**src/rtl/adc_rampchk_pkg.sv**
```systemverilog
package adc_rampchk_pkg;
  typedef enum logic {
    ST_SEARCH = 1'b0,
    ST_TRACK  = 1'b1
  } lane_st_e;
endpackage

```
**src/rtl/adc_rampchk_arm.sv**
```systemverilog
module adc_rampchk_arm (
  input  logic clk_i,
  input  logic rst_ni,
  input  logic enable_i,
  output logic clr_o,
  output logic run_o
);
  logic en_q;

  always_ff @(posedge clk_i or negedge rst_ni) begin
    if (!rst_ni) en_q <= 1'b0;
    else         en_q <= enable_i;
  end

  assign clr_o = enable_i & ~en_q;
  assign run_o = enable_i & en_q;

  AST_CLEAR_ONE_CYCLE: assert property (@(posedge clk_i) disable iff (!rst_ni)
    clr_o |=> !clr_o);
endmodule

```
**src/rtl/adc_rampchk_lane.sv**
```systemverilog
module adc_rampchk_lane
  import adc_rampchk_pkg::*;
#(
  parameter int SAMPLE_W = 14
) (
  input  logic                clk_i,
  input  logic                rst_ni,
  input  logic                clr_i,
  input  logic                run_i,
  input  logic                valid_i,
  input  logic [SAMPLE_W-1:0] sample_i,
  output logic                locked_o,
  output logic                err_inc_o
);
  lane_st_e            st_q;
  logic [SAMPLE_W-1:0] exp_q;
  logic                take;

  assign take      = run_i & valid_i;
  assign locked_o  = (st_q == ST_TRACK);
  assign err_inc_o = take & (st_q == ST_TRACK) & (sample_i != exp_q);

  always_ff @(posedge clk_i or negedge rst_ni) begin
    if (!rst_ni) begin
      st_q  <= ST_SEARCH;
      exp_q <= '0;
    end else if (clr_i) begin
      st_q  <= ST_SEARCH;
      exp_q <= '0;
    end else if (take) begin
      // resync on every sample; wraps naturally at SAMPLE_W
      exp_q <= sample_i + SAMPLE_W'(1);
      if (st_q == ST_SEARCH && sample_i == '0) st_q <= ST_TRACK;
    end
  end

  AST_LOCK_ON_ZERO: assert property (@(posedge clk_i) disable iff (!rst_ni)
    $rose(locked_o) |-> $past(run_i && valid_i && sample_i == '0));
  AST_UNLOCK_ON_CLEAR: assert property (@(posedge clk_i) disable iff (!rst_ni)
    clr_i |=> !locked_o);
  AST_IDLE_HOLDS: assert property (@(posedge clk_i) disable iff (!rst_ni)
    (!valid_i && !clr_i) |=> ($stable(exp_q) && $stable(st_q)));
  AST_OFF_HOLDS: assert property (@(posedge clk_i) disable iff (!rst_ni)
    (!run_i && !clr_i) |=> $stable(locked_o));
endmodule

```
**src/rtl/adc_rampchk_cnt.sv**
```systemverilog
module adc_rampchk_cnt #(
  parameter int CNT_W = 32
) (
  input  logic             clk_i,
  input  logic             rst_ni,
  input  logic             clr_i,
  input  logic             inc_i,
  output logic [CNT_W-1:0] cnt_o
);
  localparam logic [CNT_W-1:0] CntMax = '1;

  always_ff @(posedge clk_i or negedge rst_ni) begin
    if (!rst_ni)                      cnt_o <= '0;
    else if (clr_i)                   cnt_o <= '0;
    else if (inc_i && cnt_o != CntMax) cnt_o <= cnt_o + CNT_W'(1);
  end

  AST_NO_OVERFLOW: assert property (@(posedge clk_i) disable iff (!rst_ni)
    (cnt_o == CntMax && !clr_i) |=> cnt_o == CntMax);
  AST_CNT_STEP: assert property (@(posedge clk_i) disable iff (!rst_ni)
    !clr_i |=> (cnt_o == $past(cnt_o) || cnt_o == $past(cnt_o) + CNT_W'(1)));
  AST_CNT_CLEAR: assert property (@(posedge clk_i) disable iff (!rst_ni)
    clr_i |=> cnt_o == '0);
endmodule

```
**src/rtl/adc_rampchk.sv**
```systemverilog
module adc_rampchk #(
  parameter int N_CH     = 2,
  parameter int SAMPLE_W = 14,
  parameter int CNT_W    = 32
) (
  input  logic                          clk_i,
  input  logic                          rst_ni,
  input  logic                          enable_i,
  input  logic                          valid_i,
  input  logic [N_CH-1:0][SAMPLE_W-1:0] sample_i,
  output logic [N_CH-1:0]               locked_o,
  output logic [N_CH-1:0][CNT_W-1:0]    err_cnt_o
);
  logic clr, run;

  adc_rampchk_arm u_arm (
    .clk_i    (clk_i),
    .rst_ni   (rst_ni),
    .enable_i (enable_i),
    .clr_o    (clr),
    .run_o    (run)
  );

  for (genvar ch = 0; ch < N_CH; ch++) begin : g_ch
    logic err_inc;

    adc_rampchk_lane #(.SAMPLE_W(SAMPLE_W)) u_lane (
      .clk_i     (clk_i),
      .rst_ni    (rst_ni),
      .clr_i     (clr),
      .run_i     (run),
      .valid_i   (valid_i),
      .sample_i  (sample_i[ch]),
      .locked_o  (locked_o[ch]),
      .err_inc_o (err_inc)
    );

    adc_rampchk_cnt #(.CNT_W(CNT_W)) u_cnt (
      .clk_i  (clk_i),
      .rst_ni (rst_ni),
      .clr_i  (clr),
      .inc_i  (err_inc),
      .cnt_o  (err_cnt_o[ch])
    );

    AST_COUNT_FROZEN_OFF: assert property (@(posedge clk_i) disable iff (!rst_ni)
      !enable_i |=> $stable(err_cnt_o[ch]));
  end
endmodule

```
**config.mk**
```make
export PLATFORM = sky130hd
export DESIGN_NAME = adc_rampchk
export DESIGN_NICKNAME = d
export VERILOG_FILES = /design/src/rtl/adc_rampchk_pkg.sv /design/src/rtl/adc_rampchk_arm.sv /design/src/rtl/adc_rampchk_lane.sv /design/src/rtl/adc_rampchk_cnt.sv /design/src/rtl/adc_rampchk.sv
export SDC_FILE = /design/constraint.sdc
export NUM_CORES = 1
export LEC_CHECK = 0
export CAP_MARGIN = 20
export CORE_MARGIN = 1
export CORE_UTILIZATION = 45
export DETAILED_ROUTE_END_ITERATION = 6
export PLACE_DENSITY = 0.8
export REMOVE_ABC_BUFFERS = 1
export SLEW_MARGIN = 0
export SYNTH_ARGS = -nofsm -noshare
export SYNTH_HDL_FRONTEND = slang
export SYNTH_SLANG_ARGS = --single-unit
```
**constraint.sdc**
```tcl
create_clock -name clk_i -period 4.2 [get_ports clk_i]
set_input_delay 0.63 -clock clk_i [delete_from_list [all_inputs] [get_ports clk_i]]
set_output_delay 0.63 -clock clk_i [all_outputs]
set_load 0.01 [all_outputs]
```
==> impl_metrics.yaml, run 1 <==
cts:
  max-clock-path-buffers: 2
  clkTransAtPathRegs_ps: 70
  cts_sinks: 95
  cts-root-buf: "clkbuf_16"
  cts_made_buffers: 9
  clock_latency_ps: 350
  cts_resized: 0
  ctsHoldBuffers: 0
  htree_levels: 3
  post_cts_buffers: 0
  cts_tree: "built"
run_status:
  status: "finished, final reports clean"
place:
  hpwl_um: 10300
  dp_cells: 884
  io_buffers: 97
  place.gp.congestion: 0.946
  postPlaceCellArea_um2: 6820
critical_path:
  rr_endpoint: "g_ch[1].u_cnt.cnt_o[20]"
  cp-start-kind: "primary input"
  cp_slowest_stage_delay_ps: 600
  path_max_fanout: 18
  reg2reg_depth: 8
  crit_path_end_kind: "flip-flop"
  critPathArrivalTime_ps: 3250
  critPathLaunch: "sample_i[6]"
  slowest_stage: "clkdlybuf4s50_1"
  rr_startpoint: "g_ch[1].u_cnt.cnt_o[0]"
  r2r_slack_ps: 1380
  crit_required_ps: 4480
  critPathKind: "primary input to flip-flop"
  worstPathCellList: "clkdlybuf4s50_1, xor2_1, nor4_1, nand4_1, nand3_1, buf_4, or4_1, a21oi_1"
detailed_routing:
  wl_per_cell_um: 16.5
  routed_wl_um: 14900
  avgViaCountPerCell: 6.02
  first_pass_iters: 5
  drtIter0Drc: 589
  vias: 5422
  post-route-drc-count: 0
  ant_nets: 0
timing:
  whs_ps: 419
  slew_headroom: 0.329
  finalSetupTns_ps: 0
  maxSlewViolCount: 0
  finalCriticalPeriod_ps: 2970
  hold_viol_final: 0
  worst_clock_skew_ps: 7.78
  tightest_slew_ps: 1000
  finalSetupViolCount: 0
  fin_crit_sh: 0.708
  rsz0062_at_grt: "no"
  fmax_mhz: 336
yosys:
  synth_ff_type: "dfrtp_1"
  synth_seq_cells: 95
  synthCells: 643
  netlist_area_um2: 5760
  async_flop_share: 1.00
  ys_types: 46
  yosys_warnings: 0
  yosysSeqAreaShare: 0.413
  avgSynthCellArea_um2: 8.95
  synth_edf_count: 0
flow_run:
  maxCapViolations: 0
global_route:
  grt_pass1_wl_um: 24500
  grt_pass1_vias: 5144
  antenna_found_initial: 0
  grt_overflow: 0
  grt_max_degree: 78
  grt_util_all_layers: 0.234
power:
  intPower_mw: 1.48
  pwr-share-seq: 0.491
  p_per_area_nw_per_um2: 273
  p_clk_frac: 0.428
  p_leak_nw: 2.87
  switching_share: 0.238
  vdd_drop_max_mv: 0.209
  p_switching_mw: 0.462
  p_comb_frac: 0.081
floorplan:
  die-area_um2: 13300
  die_h_um: 115
  die_w_um: 115
  num_rows: 40
  ios: 98
  initial_utilization: 0.470
  core_um2: 12300
finish:
  drive_gt1_frac: 0.0492
  finalInstanceArea_um2: 7110
  layout_commonest_cell: "clkdlybuf4s50_1"
  syn2layout_area_growth_pct: 23.5
  diodes: 0
  final_cell_mix: "96 x clkdlybuf4s50_1, 95 x dfrtp_1, 85 x nand2_1"
  final-instance-count-excl-fill: 900
  nets: 765
min_path:
  hp-class: "primary input to asynchronous set/reset pin"
-- area by class of cell --
cell class	instances	area, µm²
clock buffers	13	250
fillers	1069	5150
multi-input cells	505	3160
well taps	168	210
repair buffers	106	1040
inverters	10	37.5
flip-flops and latches	95	2380
clock inverters	3	42.5
-- cell usage after synthesis (2+ instances only) --
master    count  area (µm²)
clkbuf_1     10        37.5
xnor2_1      11        96.3
nor3_1       50         250
buf_1         2        7.51
nor2b_1       5        31.3
and3_1       18         113
buf_2         8        40.0
and2_1       12        75.1
ha_1          6        75.1
nor4b_1       6        52.6
nor2_1       41         154
a21oi_1       4        20.0
mux2_2        2        22.5
xor2_1       43         377
a211o_1       5        43.8
or4_1         7        52.6
and4b_1       2        20.0
inv_1        10        37.5
a31oi_1       5        31.3
a31o_2        3        26.3
and4_1        6        52.6
a21o_1        2        15.0
dfrtp_1      95        2380
o31ai_1       5        37.5
mux2i_1       2        20.0
nand2_1      85         319
a221o_1      43         430
a211oi_1      2        15.0
buf_6         2        22.5
nand4_1      23         144
nor4_1       21         131
o21ai_0      38         190
nand3_1      39         195
a22o_1        4        35.0
buf_4        11        82.6
or3_1         5        31.3
-- power by group through the flow --
stage	Clock, mW	Sequential [mW]	Combinational [mW]
floorplan	0	0.967	0.0698
global placement	0	0.970	0.153
detailed placement	0	0.970	0.157
CTS	0.851	0.953	0.158
global route	0.885	0.955	0.176
finish	0.831	0.954	0.157
-- worst max path at each step --
stage                                   to  slack, ps  cells past startpoint
global placement    g_ch[0].u_cnt.cnt_o[6]        970                      8
CTS                 g_ch[0].u_cnt.cnt_o[7]       1280                      8
detailed placement  g_ch[0].u_cnt.cnt_o[7]        910                      8
floorplan           g_ch[1].u_cnt.cnt_o[0]       1180                      7
finish              g_ch[0].u_cnt.cnt_o[7]       1230                      8
global route        g_ch[0].u_cnt.cnt_o[2]       1000                      8
-- worst max-delay path, delay by kind of cell --
| kind | cells | cell delay [ps] |
|---|---|---|
| AO/OA/AOI/OAI | 1 | 160 |
| buffers and inverters | 2 | 1030 |
| XOR/XNOR | 1 | 190 |
| AND/OR/NAND/NOR | 4 | 1240 |
-- state kept, by name (all words and copies together) (netlist names) --
signal	flops
g_ch.u_cnt.cnt_o	64
g_ch.u_lane.exp_q	28
g_ch.u_lane.locked_o	2
u_arm.en_q	1
-- routing by layer --
layer,track usage,up-vias,part of all wire
met5,0,-,0
met4,0.0883,0,0.018
met3,0.0611,25,0.061
met2,0.371,214,0.47
met1,0.308,2627,0.45
li1,-,2556,-
-- through the flow --
| step | utilization | setup WS, ps | power, mW |
|---|---|---|---|
| floorplan | - | 1180 | 1.04 |
| global placement | 0.556 | 971 | 1.12 |
| detailed placement | 0.556 | 911 | 1.13 |
| CTS | 0.580 | 1280 | 1.96 |
| global route | 0.580 | 1000 | 2.02 |
| finish | 0.580 | 1230 | 1.94 |
-- cell families (layout without fill, tap and decap cells) --
| group | count (synthesis) | in the layout | synth area share |
|---|---|---|---|
| flops | 95 | 95 | 0.413 |
| mux | 4 | 4 | 0.00739 |
| compound gates | 113 | 113 | 0.150 |
| xor+xnor | 54 | 54 | 0.0821 |
| fa+ha+maj | 6 | 6 | 0.0130 |
| buf+inv | 43 | 132 | 0.0396 |
| simple gates | 328 | 328 | 0.295 |
(Power assumes the default switching activity.)
==> run 2: changes to the inputs <==
==> constraint.sdc (replaced) <==
create_clock -name clk_i -period 2.9 [get_ports clk_i]
set_input_delay 0.435 -clock clk_i [delete_from_list [all_inputs] [get_ports clk_i]]
set_output_delay 0.435 -clock clk_i [all_outputs]
set_load 0.01 [all_outputs]
==> run 2 against run 1 <==
Utilization grew 0.49 points. Final area increased by 0.84%. Worst hold slack got worse by 320 ps. Largest cell class unchanged. Highest routed layer unchanged.
==> impl_metrics.yaml, run 2 (synthesis results as in run 1) <==
global_route:
  grt_pass1_wl_um: 25500
  grt_overflow: 0
  antenna_found_initial: 0
  grt_pass1_vias: 5432
  grt_util_all_layers: 0.242
  grt_max_degree: 49
run_status:
  status: "finished, final reports clean"
place:
  pre_cts_slack_ps: 222
  postPlaceCellArea_um2: 6910
  place.gp.congestion: 0.923
  io_buffers: 97
  hpwl_um: 10400
power:
  p_comb_frac: 0.087
  p_total_mw: 2.72
  pwr-share-seq: 0.507
  intPower_mw: 2.05
  p_switching_mw: 0.664
  vdd_drop_max_mv: 0.420
  p_per_area_nw_per_um2: 379
  p_clk_frac: 0.406
  switching_share: 0.244
  p_leak_nw: 2.91
detailed_routing:
  vias: 5475
  routed_wl_um: 15000
  avgViaCountPerCell: 6.06
  first_pass_iters: 5
  ant_nets: 0
  drtIter0Drc: 502
  wl_per_cell_um: 16.6
  post-route-drc-count: 0
critical_path:
  crit_required_ps: 3130
  path_max_fanout: 21
  crit_path_end_kind: "flip-flop"
  cp-start-kind: "flip-flop"
  critPathKind: "flip-flop to flip-flop"
  critPathArrivalTime_ps: 2830
timing:
  finalSetupViolCount: 0
  hold_viol_final: 0
  maxSlewViolCount: 0
  setup_ws_ps: 300
  fmax_mhz: 385
  fin_crit_sh: 0.897
  finalCriticalPeriod_ps: 2600
  rsz0062_at_grt: "no"
  slew_headroom: 0.550
  worst_clock_skew_ps: 6.89
  tightest_slew_ps: 673
floorplan:
  num_rows: 40
  core_um2: 12300
  die-area_um2: 13300
  die_h_um: 115
  ios: 98
  initial_utilization: 0.470
  die_w_um: 115
cts:
  cts_resized: 0
  post_cts_buffers: 0
  cts-root-buf: "clkbuf_16"
  ctsHoldBuffers: 0
  max-clock-path-buffers: 2
  cts_made_buffers: 9
  clkTransAtPathRegs_ps: 70
  cts_tree: "built"
  cts_sinks: 95
  clock_latency_ps: 350
  htree_levels: 3
finish:
  top_register: "g_ch.u_cnt.cnt_o"
  nets: 770
  drive_gt1_frac: 0.0571
  syn2layout_area_growth_pct: 24.5
  layout_commonest_cell: "clkdlybuf4s50_1"
  finalInstanceArea_um2: 7170
  diodes: 0
  largest_reg_flops: 64
  final_cell_mix: "96 x clkdlybuf4s50_1, 95 x dfrtp_1, 85 x nand2_1"
flow_run:
  maxCapViolations: 0
min_path:
  hp-class: "primary input to asynchronous set/reset pin"
## run 2: changes by cell type in the layout (fill, tap and decap cells not counted), sizes merged
cell    change
buf         +5
clkbuf      -2
clkinv      +2
bufinv      -1
## run 2: worst paths after layout
path | start | end | slack, ps | cells past startpoint
min in group clk_i | g_ch[1].u_lane.exp_q[12] | g_ch[1].u_lane.exp_q[12] | 500 | 2
setup reg to reg | g_ch[1].u_cnt.cnt_o[11] | g_ch[1].u_cnt.cnt_o[20] | 300 | 7
max in group asynchronous | rst_ni | g_ch[0].u_cnt.cnt_o[23] | 2100 | 2
hold reg to reg | g_ch[1].u_lane.exp_q[12] | g_ch[1].u_lane.exp_q[12] | 500 | 2
setup / recovery | g_ch[1].u_cnt.cnt_o[11] | g_ch[1].u_cnt.cnt_o[20] | 300 | 7
hold / removal | rst_ni | g_ch[1].u_cnt.cnt_o[21] | 100 | 1
## run 2: area by class of cell
type | instances | area [µm²]
multi-input combinational | 505 | 3160
clock inverter | 4 | 22.5
clock buffer | 11 | 243
sequential | 95 | 2380
tap | 168 | 210
timing repair buffer | 111 | 1120
inverter | 10 | 37.5
fill | 1067 | 5090
## run 2: per-layer routing
layer / part of all wire / GRT usage
met1: 0.44 / 0.309
met2: 0.49 / 0.406
met3: 0.058 / 0.0590
met4: 0.014 / 0.0745
met5: 0 / 0
## run 2: metrics by stage
stage	util	hold slack, ps	TNS [ps]	instances
after floorplan	-	139	-2700	610
after global placement	0.563	482	0	889
after detailed placement	0.563	490	0	889
after CTS	0.585	127	0	904
after global routing	0.585	151	0	904
final	0.585	102	0	904
## run 2: worst max-delay path, stage by stage, from the launching register on
cell      delay (ps)
dfrtp_1          450
nand4_1          200
and4bb_1         510
and4b_1          290
and3_1           340
buf_4            320
nor3_1            80
a221o_1          270
## run 2: power groups by stage
stage	Sequential, mW	Clock [mW]	Combinational [mW]
after floorplan	1.40	0	0.101
after detailed placement	1.40	0	0.239
after CTS	1.38	1.13	0.239
final	1.38	1.10	0.237
after global routing	1.38	1.18	0.266
after global placement	1.40	0	0.232
==> run 3: changes to the inputs <==
--- a/config.mk
+++ b/config.mk
@@ -9,6 +9,7 @@
 export CORE_MARGIN = 1
 export CORE_UTILIZATION = 45
 export DETAILED_ROUTE_END_ITERATION = 6
+export GPL_TIMING_DRIVEN = 1
 export PLACE_DENSITY = 0.8
 export REMOVE_ABC_BUFFERS = 1
 export SLEW_MARGIN = 0
==> results of run 3 <==
Same layout as run 2: the final DEF is identical, and so are final timing and power.
